**config.mk**
```make
export PLATFORM = sky130hd
export DESIGN_NAME = sertx_power_ctrl
export DESIGN_NICKNAME = d
export VERILOG_FILES = /design/src/rtl/sertx_pwr_pkg.sv /design/src/rtl/sertx_clk_mon.sv /design/src/rtl/sertx_pwr_fsm.sv /design/src/rtl/sertx_cfg_bank.sv /design/src/rtl/sertx_power_ctrl.sv
export SDC_FILE = /design/constraint.sdc
export NUM_CORES = 1
export LEC_CHECK = 0
export ABC_AREA = 1
export BUFFER_PORTS_ARGS = -buffer_cell sky130_fd_sc_hd__buf_2
export CAP_MARGIN = 40
export CORE_MARGIN = 2
export CORE_UTILIZATION = 55
export DETAILED_ROUTE_END_ITERATION = 7
export PLACE_DENSITY = 0.85
export SLEW_MARGIN = 20
export SYNTH_ARGS = -nofsm -noshare
export SYNTH_HDL_FRONTEND = slang
export SYNTH_HIERARCHICAL = 1
export SYNTH_SLANG_ARGS = --single-unit
```
**constraint.sdc**
```tcl
create_clock -name ref_clk -period 3.7 [get_ports ref_clk]
set_input_delay 0.185 -clock ref_clk [delete_from_list [all_inputs] [get_ports ref_clk]]
set_output_delay 0.185 -clock ref_clk [all_outputs]
set_load 0.01 [all_outputs]
```
**src/rtl/sertx_pwr_pkg.sv**
```systemverilog
package sertx_pwr_pkg;
  typedef enum logic [1:0] {
    PS_OFF     = 2'd0,
    PS_SLEEP   = 2'd1,
    PS_LOCKING = 2'd2,
    PS_ACTIVE  = 2'd3
  } pwr_state_e;

  // register 0 control bits (capture edge selection)
  localparam int SEL_VAL_BIT = 0;
  localparam int SEL_OVR_BIT = 1;

  // reset value of configuration register idx
  function automatic logic [31:0] cfg_default(input int unsigned idx);
    return 32'(idx * 17);
  endfunction
endpackage

```
**src/rtl/sertx_clk_mon.sv**
```systemverilog
module sertx_clk_mon #(
  parameter int WIN_CYC   = 250,
  parameter int MIN_EDGES = 6
) (
  input  logic ref_clk,
  input  logic rst_n,
  input  logic mon_clk,
  output logic win_done,
  output logic win_pass
);
  localparam int WW = $clog2(WIN_CYC);
  localparam int EW = $clog2(MIN_EDGES + 1);

  logic          sync1, sync2, sync3;
  logic [WW-1:0] win_cnt;
  logic [EW-1:0] edge_cnt;
  logic          rise, last, edge_sat, pass_now;
  logic [EW:0]   total;

  // two-flop synchronizer plus one history flop for edge detection
  always_ff @(posedge ref_clk or negedge rst_n) begin
    if (!rst_n) begin
      sync1 <= 1'b0;
      sync2 <= 1'b0;
      sync3 <= 1'b0;
    end else begin
      sync1 <= mon_clk;
      sync2 <= sync1;
      sync3 <= sync2;
    end
  end

  assign rise     = sync2 & ~sync3;
  assign last     = (win_cnt == WW'(WIN_CYC - 1));
  assign edge_sat = (edge_cnt == EW'(MIN_EDGES));
  assign total    = {1'b0, edge_cnt} + {{EW{1'b0}}, rise};
  assign pass_now = (total >= (EW + 1)'(MIN_EDGES));

  always_ff @(posedge ref_clk or negedge rst_n) begin
    if (!rst_n) begin
      win_cnt  <= '0;
      edge_cnt <= '0;
      win_done <= 1'b0;
      win_pass <= 1'b0;
    end else begin
      win_done <= last;
      if (last) begin
        win_cnt  <= '0;
        edge_cnt <= '0;
        win_pass <= pass_now;
      end else begin
        win_cnt <= win_cnt + 1'b1;
        if (rise && !edge_sat) edge_cnt <= edge_cnt + 1'b1;
      end
    end
  end


  win_pulse_chk: assert property (@(posedge ref_clk) disable iff (!rst_n)
    win_done |=> !win_done);

  sat_pass_chk: assert property (@(posedge ref_clk) disable iff (!rst_n)
    (last && edge_sat) |=> (win_pass && win_done));

  result_hold_chk: assert property (@(posedge ref_clk) disable iff (!rst_n)
    !win_done |=> $stable(win_pass) || win_done);
endmodule

```
**src/rtl/sertx_pwr_fsm.sv**
```systemverilog
module sertx_pwr_fsm
  import sertx_pwr_pkg::*;
#(
  parameter int LOCK_WINS = 3
) (
  input  logic       ref_clk,
  input  logic       rst_n,
  input  logic       link_en,
  input  logic       win_done,
  input  logic       win_pass,
  output pwr_state_e state,
  output logic       cfg_rst
);
  localparam int LW = $clog2(LOCK_WINS + 1);

  pwr_state_e    nxt;
  logic [LW-1:0] lock_cnt, lock_nxt;

  always_comb begin
    nxt      = state;
    lock_nxt = lock_cnt;
    if (!link_en) begin
      nxt      = PS_OFF;
      lock_nxt = '0;
    end else begin
      unique case (state)
        PS_OFF: begin
          nxt      = win_pass ? PS_LOCKING : PS_SLEEP;
          lock_nxt = '0;
        end
        PS_SLEEP: begin
          if (win_done && win_pass) begin
            nxt      = PS_LOCKING;
            lock_nxt = '0;
          end
        end
        PS_LOCKING: begin
          if (win_done) begin
            if (!win_pass) nxt = PS_SLEEP;
            else if (lock_cnt == LW'(LOCK_WINS - 1)) nxt = PS_ACTIVE;
            else lock_nxt = lock_cnt + 1'b1;
          end
        end
        PS_ACTIVE: begin
          if (win_done && !win_pass) nxt = PS_SLEEP;
        end
        default: nxt = PS_OFF;
      endcase
    end
  end

  always_ff @(posedge ref_clk or negedge rst_n) begin
    if (!rst_n) begin
      state    <= PS_OFF;
      lock_cnt <= '0;
      cfg_rst  <= 1'b0;
    end else begin
      state    <= nxt;
      lock_cnt <= lock_nxt;
      cfg_rst  <= (state != PS_OFF) && !link_en;
    end
  end


  off_hold_chk: assert property (@(posedge ref_clk) disable iff (!rst_n)
    !link_en |=> state == PS_OFF);

  rst_pulse_chk: assert property (@(posedge ref_clk) disable iff (!rst_n)
    cfg_rst |=> !cfg_rst);

  active_drop_chk: assert property (@(posedge ref_clk) disable iff (!rst_n)
    (state == PS_ACTIVE && link_en && win_done && !win_pass) |=> state == PS_SLEEP);

  lock_fail_chk: assert property (@(posedge ref_clk) disable iff (!rst_n)
    (state == PS_LOCKING && link_en && win_done && !win_pass) |=> state == PS_SLEEP);

  release_chk: assert property (@(posedge ref_clk) disable iff (!rst_n)
    (state == PS_OFF && link_en) |=>
      state == ($past(win_pass) ? PS_LOCKING : PS_SLEEP));
endmodule

```
**src/rtl/sertx_cfg_bank.sv**
```systemverilog
module sertx_cfg_bank
  import sertx_pwr_pkg::*;
#(
  parameter int NREGS = 4,
  parameter int DW    = 8,
  localparam int AW   = $clog2(NREGS)
) (
  input  logic          ref_clk,
  input  logic          rst_n,
  input  logic          hold_def,
  input  logic          we,
  input  logic [AW-1:0] addr,
  input  logic [DW-1:0] wdata,
  output logic [DW-1:0] rdata,
  output logic [DW-1:0] ctrl0
);
  logic [DW-1:0] regs [NREGS];

  for (genvar i = 0; i < NREGS; i++) begin : g_reg
    localparam logic [DW-1:0] DEF = DW'(cfg_default(i));
    always_ff @(posedge ref_clk or negedge rst_n) begin
      if (!rst_n)                          regs[i] <= DEF;
      else if (hold_def)                   regs[i] <= DEF;
      else if (we && addr == AW'(i))       regs[i] <= wdata;
    end


    clr_def_chk: assert property (@(posedge ref_clk) disable iff (!rst_n)
      hold_def |=> regs[i] == DEF);

    retain_chk: assert property (@(posedge ref_clk) disable iff (!rst_n)
      (!hold_def && !(we && addr == AW'(i))) |=> $stable(regs[i]));
  end

  assign rdata = regs[addr];
  assign ctrl0 = regs[0];
endmodule

```
**src/rtl/sertx_power_ctrl.sv**
```systemverilog
module sertx_power_ctrl
  import sertx_pwr_pkg::*;
#(
  parameter int WIN_CYC   = 250,
  parameter int MIN_EDGES = 6,
  parameter int LOCK_WINS = 3,
  parameter int NREGS     = 4,
  parameter int DW        = 8,
  localparam int AW       = $clog2(NREGS)
) (
  input  logic          ref_clk,
  input  logic          rst_n,
  input  logic          link_en,
  input  logic          mon_clk,
  input  logic          edge_pin,
  input  logic          cfg_we,
  input  logic [AW-1:0] cfg_addr,
  input  logic [DW-1:0] cfg_wdata,
  output logic [DW-1:0] cfg_rdata,
  output logic          clk_present,
  output logic [1:0]    pwr_state,
  output logic          tx_en,
  output logic          line_idle,
  output logic          cfg_rst,
  output logic          cap_rising
);
  logic          win_done, win_pass;
  pwr_state_e    state;
  logic [DW-1:0] ctrl0;

  sertx_clk_mon #(.WIN_CYC(WIN_CYC), .MIN_EDGES(MIN_EDGES)) u_mon (
    .ref_clk (ref_clk),
    .rst_n   (rst_n),
    .mon_clk (mon_clk),
    .win_done(win_done),
    .win_pass(win_pass)
  );

  sertx_pwr_fsm #(.LOCK_WINS(LOCK_WINS)) u_fsm (
    .ref_clk (ref_clk),
    .rst_n   (rst_n),
    .link_en (link_en),
    .win_done(win_done),
    .win_pass(win_pass),
    .state   (state),
    .cfg_rst (cfg_rst)
  );

  sertx_cfg_bank #(.NREGS(NREGS), .DW(DW)) u_bank (
    .ref_clk (ref_clk),
    .rst_n   (rst_n),
    .hold_def(state == PS_OFF),
    .we      (cfg_we),
    .addr    (cfg_addr),
    .wdata   (cfg_wdata),
    .rdata   (cfg_rdata),
    .ctrl0   (ctrl0)
  );

  assign clk_present = win_pass;
  assign pwr_state   = state;
  assign tx_en       = (state == PS_ACTIVE);
  assign line_idle   = !tx_en;
  assign cap_rising  = ctrl0[SEL_OVR_BIT] ? ctrl0[SEL_VAL_BIT] : edge_pin;


  tx_start_chk: assert property (@(posedge ref_clk) disable iff (!rst_n)
    $rose(tx_en) |-> clk_present);

  tx_from_lock_chk: assert property (@(posedge ref_clk) disable iff (!rst_n)
    $rose(tx_en) |-> $past(state) == PS_LOCKING);
endmodule

```
# == Word-level counts from Yosys, hierarchy flattened ==
# Cells that the tools add are included.
# totals
out_inout_bits,15
inputBits,16
elab_cells,90
register_bits,53
# classes
magnitude_cmp,2
n_mux,29
bitwise_logic,3
addsub,4
n_eq_ne,16
reduce_logical,22
# ops
op,n
$mux W8,11
$mux W2,12
$bmux W8 S2,1
$reduce_bool A2 Y1,6
$eq A2 B2 Y1 const B,5
$ne A3 B3 Y1 const B,3
$add A8 B1 Y8 const B,1
$eq A8 B8 Y1 const B,1
$logic_and A1 B1 Y1,8
$pmux W2 S4,1
$mux W3,2
$ne A3 B2 Y1 const B,2
$pmux W2 S3,1
$reduce_and A5 Y1,1
$add A3 B1 Y4,1
$eq A2 B1 Y1 const B,2
$ge A4 B3 Y1 const B,1
$logic_not A1 Y1,4
$logic_not A2 Y1,2
$ne A4 B1 Y1 const B,1
$ne A4 B3 Y1 const B,1
$reduce_and A4 Y1,1
$add A3 B1 Y3 const B,1
$eq A3 B3 Y1 const B,1
other kinds (6),6

# == Longest topological paths before layout ==
# Gate-level depths: netlist of run 1.
# depth
word_depth,6
ltp_mapped,10
ltp_nobuf,10

# == Hierarchy ==
# The synthesis of run 1 kept the hierarchy.
# by_module_without_submodules
module,n_inst,area_each_um2,seq_area_each_um2,cells_per_inst
sertx_cfg_bank,1,1784.2,810.8,236
sertx_clk_mon,1,784.5,400.4,87
sertx_pwr_fsm,1,409.1,125.1,61
sertx_power_ctrl,1,28.8,0.0,7

# == Least setup slack after synthesis of run 1 ==
# Ideal clock, no wire load.
# synth_path
kind,register to register
startpoint,reg u_fsm.state[1]
endpoint,reg u_bank/regs[8] (netlist bit)
required_time_ps,3582
path_buffers,3
slack_ps,2350
setup_time_ps,118
path_stages_with_launch,8
period_less_slack_ps,1350
arrival_time_ps,1232
cell_sequence,dfrtp_1 -> nor2_1 -> buf_6 -> inv_2 -> buf_6 -> buf_2 -> nand3_1 -> nand2_1
# synth_via
elab_chain_cells,2
elab_cells_between_ends,3
classes_between,mux: 1; reduce/logical: 2
# synth_rtl
element,line_no,source
from (decl),sertx_pwr_fsm.sv:11,"output pwr_state_e state,"
from (signal assigned),sertx_pwr_fsm.sv:58,state <= nxt;
$logic_not A2 Y1 (*),sertx_power_ctrl.sv:52,".hold_def(state == PS_OFF),"
$mux W8 or $reduce_bool A2 Y1 (tied branches),n/a,
"to (signal, indexed assignment)",sertx_cfg_bank.sv:24,else if (we && addr == AW'(i)) regs[i] <= wdata;
to (decl),sertx_cfg_bank.sv:17,logic [DW-1:0] regs [NREGS];
# Every way passes the cells marked *; elsewhere a longest branch is shown, timed or not.
# A chain may end at the register's enable or synchronous reset.

# == Worst setup path in the final report of run 1 ==
# layout_path
startpoint,reg u_fsm.state[0]
endpoint,reg u_bank/regs[3] (netlist bit)
# The elaborated chain is that of the path after synthesis.

==> results of run 1 <==
## sequential cells by signal, summed over array words and instances (netlist names)
register        flops
u_bank/regs        24
u_mon/win_pass      1
u_bank/ctrl0        8
u_mon/edge_cnt      3
u_mon/win_cnt       8
u_mon/sync1         1
u_mon/sync2         1
u_fsm/lock_cnt      2
u_mon/sync3         1
u_fsm/state         2
u_fsm/cfg_rst       1
u_mon/win_done      1
## area by class of cell
| type | instances | area, um2 |
|---|---|---|
| Tap cell | 70 | 87.58 |
| Clock buffer | 7 | 76.32 |
| Multi-Input combinational cell | 286 | 1380 |
| Timing Repair Buffer | 33 | 177.7 |
| Clock inverter | 1 | 5.005 |
| Inverter | 34 | 145.1 |
| Fill cell | 473 | 1932 |
| Sequential cell | 53 | 1336 |
## stage by stage
stage,area [um2],power [mW]
after floorplan,2962,1.442
after global placement,3107,1.546
after detailed placement,3107,1.581
after CTS,3208,1.901
after global routing,3208,2.045
final,3208,1.895
## per-layer routing
metal	share of wire	up-vias	wire length (um)	track usage
li1	-	1254	-	-
met1	0.42	1208	2594	0.2709
met2	0.49	95	3040	0.3896
met3	0.064	10	394	0.04070
met4	0.020	0	121	0.08571
met5	0	-	0	0
## how the worst max path moves through the flow
stage | cells after the start | end | start | slack, ns
4_1_cts | 5 | u_bank/regs[4] | u_fsm/state[0] | 1.65
3_3_place_gp | 5 | u_bank/regs[6] | u_fsm/state[0] | 1.76
5_1_grt | 5 | u_bank/regs[1] | u_fsm/state[0] | 1.41
3_5_place_dp | 5 | u_bank/regs[2] | u_fsm/state[0] | 1.68
2_1_floorplan | 7 | u_bank/regs[8] | u_fsm/state[1] | 2.35
6_report | 5 | u_bank/regs[3] | u_fsm/state[0] | 1.62
## report_power, final
part	internal [mW]	switching (mW)
sequential	0.744	0.115
clock	0.133	0.182
combinational	0.239	0.481
total	1.12	0.778
## what timing repair did
action	4_1_cts	5_1_grt
endpoints found under the hold margin	24	0
resized for setup	0	0
hold buffers	2	0
==> impl_metrics.csv, run 1 <==
group,metric,value,unit
global_routing,grt_first_pass_wirelength,10540,um
cts,clock_insertion_delay_worst_skew,0.31,ns
setup_path,timing.critical_path.arrival,2.34,ns
yosys,yosys_warnings,6,
cts,cts_root_buffer,"sky130_fd_sc_hd__clkbuf_8",
setup_path,timing.critical_path.from_type,"flip-flop",
detailed_routing,wl_per_cell,12.71,um
sta,maxSlewHeadroom,0.5212,
sta,worst_clock_skew,0.005050,ns
cts,tritoncts_num_sinks,53,
placed_design,dp_hpwl,4409,um
worst_hold_path,min_to,"u_fsm/cfg_rst",
detailed_routing,drt-total-wl,6152,um
setup_path,rr_startpoint,"u_fsm/state[0]",
sta,grt_setup_unrepaired,"false",
sta,max_transition_viols_final,0,
global_routing,gr-usage-all-layers,0.2218,
placed_design,dp_cells,474,
floorplanning,die_area,5988,um2
detailed_routing,detail_route.drc_violations,0,
floorplanning,chipHeight,77.38,um
sta,min_period,2.084,ns
sta,hold_violations,0,
pwr,irDropWorstVdd,0.0003224,V
setup_path,worstSetupEndpointType,"flip-flop",
detailed_routing,routed_antenna_nets,0,
cts,tritoncts,"yes",
sta,final_critical_path_setup_slack,1.616,ns
sta,period_share,0.5631,
sta,holdWs,0.1565,ns
worst_hold_path,hp-class,"input pin to flip-flop",
setup_path,path_common_cell,"sky130_fd_sc_hd__nand2_1",
floorplanning,fp.coreArea,5140,um2
setup_path,rrSetupSlack,1.62,ns
layout,layout.nets,436,
layout,finalNonFillerCells,484,
worst_hold_path,hold-path-cell-count,2,
outcome,run_status,"finished clean",
cts,cts.reportedPaths.clkPinSlew,0.09,ns
yosys,synth_cells,385,
setup_path,criticalPathCategory,"flip-flop to flip-flop",
yosys,post_synth.cell_area_avg,7.692,um2
global_routing,gr-total-overflow,0,
sta,tightestPinTransition,0.7155,ns
detailed_routing,detailroute.via_count,2567,
placed_design,numPortBuffers,30,
setup_path,critical-path-top-delay-family,"simple AND/OR/NAND/NOR gates",
layout,drive_gt1_frac,0.1981,
setup_path,critPathSlowestCell,"sky130_fd_sc_hd__nor2_1",
global_routing,grt_start_max_net_pins,40,
setup_path,worst-r2r-cell-count,5,
placed_design,place_congestion,0.9192,
detailed_routing,dr.pass1.iters,5,
floorplanning,start_util,0.5762,
setup_path,crit_path_cell_trace,"nor2_1 > inv_2 > nand2_4 > nand2_1 > nand2_1",
pwr,power.static_leakage,1.802,nW
setup_path,crit_path_max_fanout,39,
sta,fmax,479.9,MHz
setup_path,timing.critical_path.buf_inv,1,
pwr,power_density_relative_to_cell_area,590.7,nW/um2
placed_design,dp_worst_setup_slack,1.676,ns
setup_path,slowest_delay,0.61,ns
global_routing,grt_antenna_before_repair,0,
detailed_routing,drt-vias-per-instance,5.304,
floorplanning,num_ports,31,
floorplanning,die_x,77.38,um
cts,post-cts-setup-buffer-count,0,
layout,num_antenna_cells,0,
yosys,mapped_area,2962,um2
floorplanning,placementRows,26,
yosys,syn-num-nets,408,
layout,final_common_cell,"sky130_fd_sc_hd__nand2_1",
layout,area_growth_syn_to_layout,8.323,%
cts,clock_path_buffers,2,
sta,report.final.setup_viol,0,
detailed_routing,drt_first_iter_violations,274,
setup_path,critPathRequiredTime,3.95,ns
job,cap_violations,0,
layout,layout.cells.most_common_list,"152 x sky130_fd_sc_hd__nand2_1, 55 x sky130_fd_sc_hd__nand3_1, 45 x sky130_fd_sc_hd__dfrtp_1",
sta,setup_total_negative_slack,0,ns
setup_path,timing.rr.end,"u_bank/regs[3]",
cts,cts-buffers-inserted,5,
global_routing,first_global_vias,2417,
worst_hold_path,hold_start,"link_en",
cts,clock_tree.htree_level_count,2,
layout,layout.core_utilization,0.6241,
Power figures use the tool's default switching activity.
==> run 2: changes to the inputs <==
==> constraint.sdc (replaced) <==
create_clock -name ref_clk -period 1.97 [get_ports ref_clk]
set_input_delay 0.0985 -clock ref_clk [delete_from_list [all_inputs] [get_ports ref_clk]]
set_output_delay 0.0985 -clock ref_clk [all_outputs]
set_load 0.01 [all_outputs]
==> run 2 against run 1 <==
  * Total power grew 92%
  * Clock skew grew 0.00094 ns
  * Clock power grew 85%
  * Core utilization grew 0.90 points
  * Critical endpoint is now u_mon/win_pass
  * Critical path type unchanged
  * Worst hold slack lost 0.088 ns
==> impl_metrics.csv, run 2 (synthesis results as in run 1) <==
group,metric,value,unit
cts,clock_insertion_delay_worst_skew,0.30,ns
detailed_routing,detailroute.via_count,2521,
sta,period_share,0.7256,
setup_path,critical-path-top-delay-family,"adder cells",
placed_design,numPortBuffers,30,
setup_path,slowest_delay,0.41,ns
setup_path,critPathRequiredTime,2.22,ns
global_routing,grt_start_max_net_pins,40,
sta,tightestPinTransition,0.5702,ns
detailed_routing,drt-total-wl,6110,um
setup_path,critPathSlowestCell,"sky130_fd_sc_hd__dfrtp_1",
cts,cts-buffers-inserted,5,
layout,register_area,1336,um2
layout,layout.cells.most_common_list,"152 x sky130_fd_sc_hd__nand2_1, 55 x sky130_fd_sc_hd__nand3_1, 45 x sky130_fd_sc_hd__dfrtp_1",
detailed_routing,drt-vias-per-instance,5.177,
global_routing,grt_first_pass_wirelength,10610,um
setup_path,timing.critical_path.from_type,"flip-flop",
pwr,power.static_leakage,1.823,nW
layout,num_antenna_cells,0,
layout,final_common_cell,"sky130_fd_sc_hd__nand2_1",
floorplanning,fp.coreArea,5140,um2
sta,min_period,1.429,ns
detailed_routing,drt_first_iter_violations,228,
placed_design,place_congestion,0.8712,
layout,layout.nets,439,
sta,fmax,699.6,MHz
global_routing,first_global_vias,2410,
floorplanning,start_util,0.5762,
setup_path,crit_path_max_fanout,3,
detailed_routing,detail_route.drc_violations,0,
floorplanning,die_area,5988,um2
pwr,power_density_relative_to_cell_area,1118,nW/um2
cts,clock_tree.htree_level_count,2,
placed_design,dp_hpwl,4344,um
setup_path,worstSetupEndpointType,"flip-flop",
cts,clock_path_buffers,2,
outcome,run_status,"finished clean",
sta,hold_violations,0,
layout,drive_gt1_frac,0.2014,
worst_hold_path,hp-class,"input pin to flip-flop",
sta,worst_clock_skew,0.005988,ns
floorplanning,chipHeight,77.38,um
global_routing,gr-total-overflow,0,
cts,cts.reportedPaths.clkPinSlew,0.09,ns
sta,max_transition_viols_final,0,
global_routing,gr-usage-all-layers,0.2215,
sta,grt_setup_unrepaired,"false",
layout,biggest_register,"u_bank/regs",
setup_path,criticalPathCategory,"flip-flop to flip-flop",
floorplanning,placementRows,26,
global_routing,grt_antenna_before_repair,0,
cts,post-cts-setup-buffer-count,0,
floorplanning,num_ports,31,
job,cap_violations,0,
layout,largest_reg_flops,24,
cts,tritoncts_num_sinks,53,
sta,setup_total_negative_slack,0,ns
setup_path,timing.critical_path.buf_inv,1,
pwr,irDropWorstVdd,0.0007109,V
sta,report.final.setup_viol,0,
cts,tritoncts,"yes",
layout,num-fill-cells,465,
layout,multi_input_gate_area_in_the_final_layout,1380,um2
floorplanning,die_x,77.38,um
detailed_routing,wl_per_cell,12.55,um
detailed_routing,routed_antenna_nets,0,
sta,maxSlewHeadroom,0.6199,
cts,cts_root_buffer,"sky130_fd_sc_hd__clkbuf_8",
detailed_routing,dr.pass1.iters,4,
sta,holdWs,0.06869,ns
setup_path,crit_path_cell_trace,"nand2_1 > inv_1 > ha_1 > ha_1 > nand2_1 > o21ai_0 > nand2_2 > nand2_2",
layout,area_growth_syn_to_layout,9.886,%
cts,cts_resized,0,
setup_path,timing.critical_path.arrival,1.68,ns
run 2: final timing paths:
path	cells after the start	slack, ns	to	from
max in group asynchronous	3	1.10	u_bank/regs[21]	rst_n
min in group asynchronous	2	0.31	u_mon/sync2	rst_n
worst min register to register	0	0.36	u_mon/sync2	u_mon/sync1
worst max-delay path	8	0.54	u_mon/win_pass	u_mon/sync2
worst min-delay path	2	0.07	u_fsm/cfg_rst	link_en
worst max register to register	8	0.54	u_mon/win_pass	u_mon/sync2
run 2: what timing repair did:
action | in CTS | in global routing
hold buffers | 2 | 0
endpoints found under the setup margin | 0 | 0
endpoints found under the hold margin | 17 | 0
run 2: through the flow:
step / total power, mW / cell area, um2 / util / setup slack (ns) / std cells
floorplan: 2.708 / 2962 / - / 0.6201 / 385
global placement: 3.007 / 3154 / 0.6137 / 0.6200 / 477
detailed placement: 3.058 / 3154 / 0.6137 / 0.5654 / 477
CTS: 3.650 / 3254 / 0.6332 / 0.5393 / 487
global route: 3.936 / 3254 / 0.6332 / 0.4379 / 487
finish: 3.640 / 3254 / 0.6332 / 0.5407 / 487
run 2: worst reg2reg max path, cell delays in order, from the launching register on:
cell and delay, ns:
sky130_fd_sc_hd__dfrtp_1 0.41, sky130_fd_sc_hd__nand2_1 0.10, sky130_fd_sc_hd__inv_1 0.05, sky130_fd_sc_hd__ha_1 0.19, sky130_fd_sc_hd__ha_1 0.29, sky130_fd_sc_hd__nand2_1 0.05, sky130_fd_sc_hd__o21ai_0 0.18, sky130_fd_sc_hd__nand2_2 0.07
sky130_fd_sc_hd__nand2_2 0.05
run 2: cell type report:
type                       count  share of cell area
inverter                      34             0.04460
timing repair buffer          36             0.06920
sequential                    53              0.4106
tap                           70             0.02691
clock buffer                   8             0.02461
multi-input combinational    286              0.4241
run 2: power breakdown:
group          leakage (nW)  total [mW]  switching, mW  internal [mW]
logic                  1.11        1.44          0.907          0.530
clock network        0.0395       0.584          0.331          0.253
registers             0.672        1.62          0.219           1.40
total                  1.82        3.64           1.46           2.18
run 2: routing by layer:
layer | vias up | wire length [um] | GRT usage | share of wire
li1 | 1267 | - | - | -
met5 | - | 0 | 0 | 0
met4 | 0 | 144 | 0.08929 | 0.024
met3 | 13 | 328 | 0.03605 | 0.054
met1 | 1164 | 2697 | 0.2735 | 0.44
met2 | 77 | 2938 | 0.3870 | 0.48
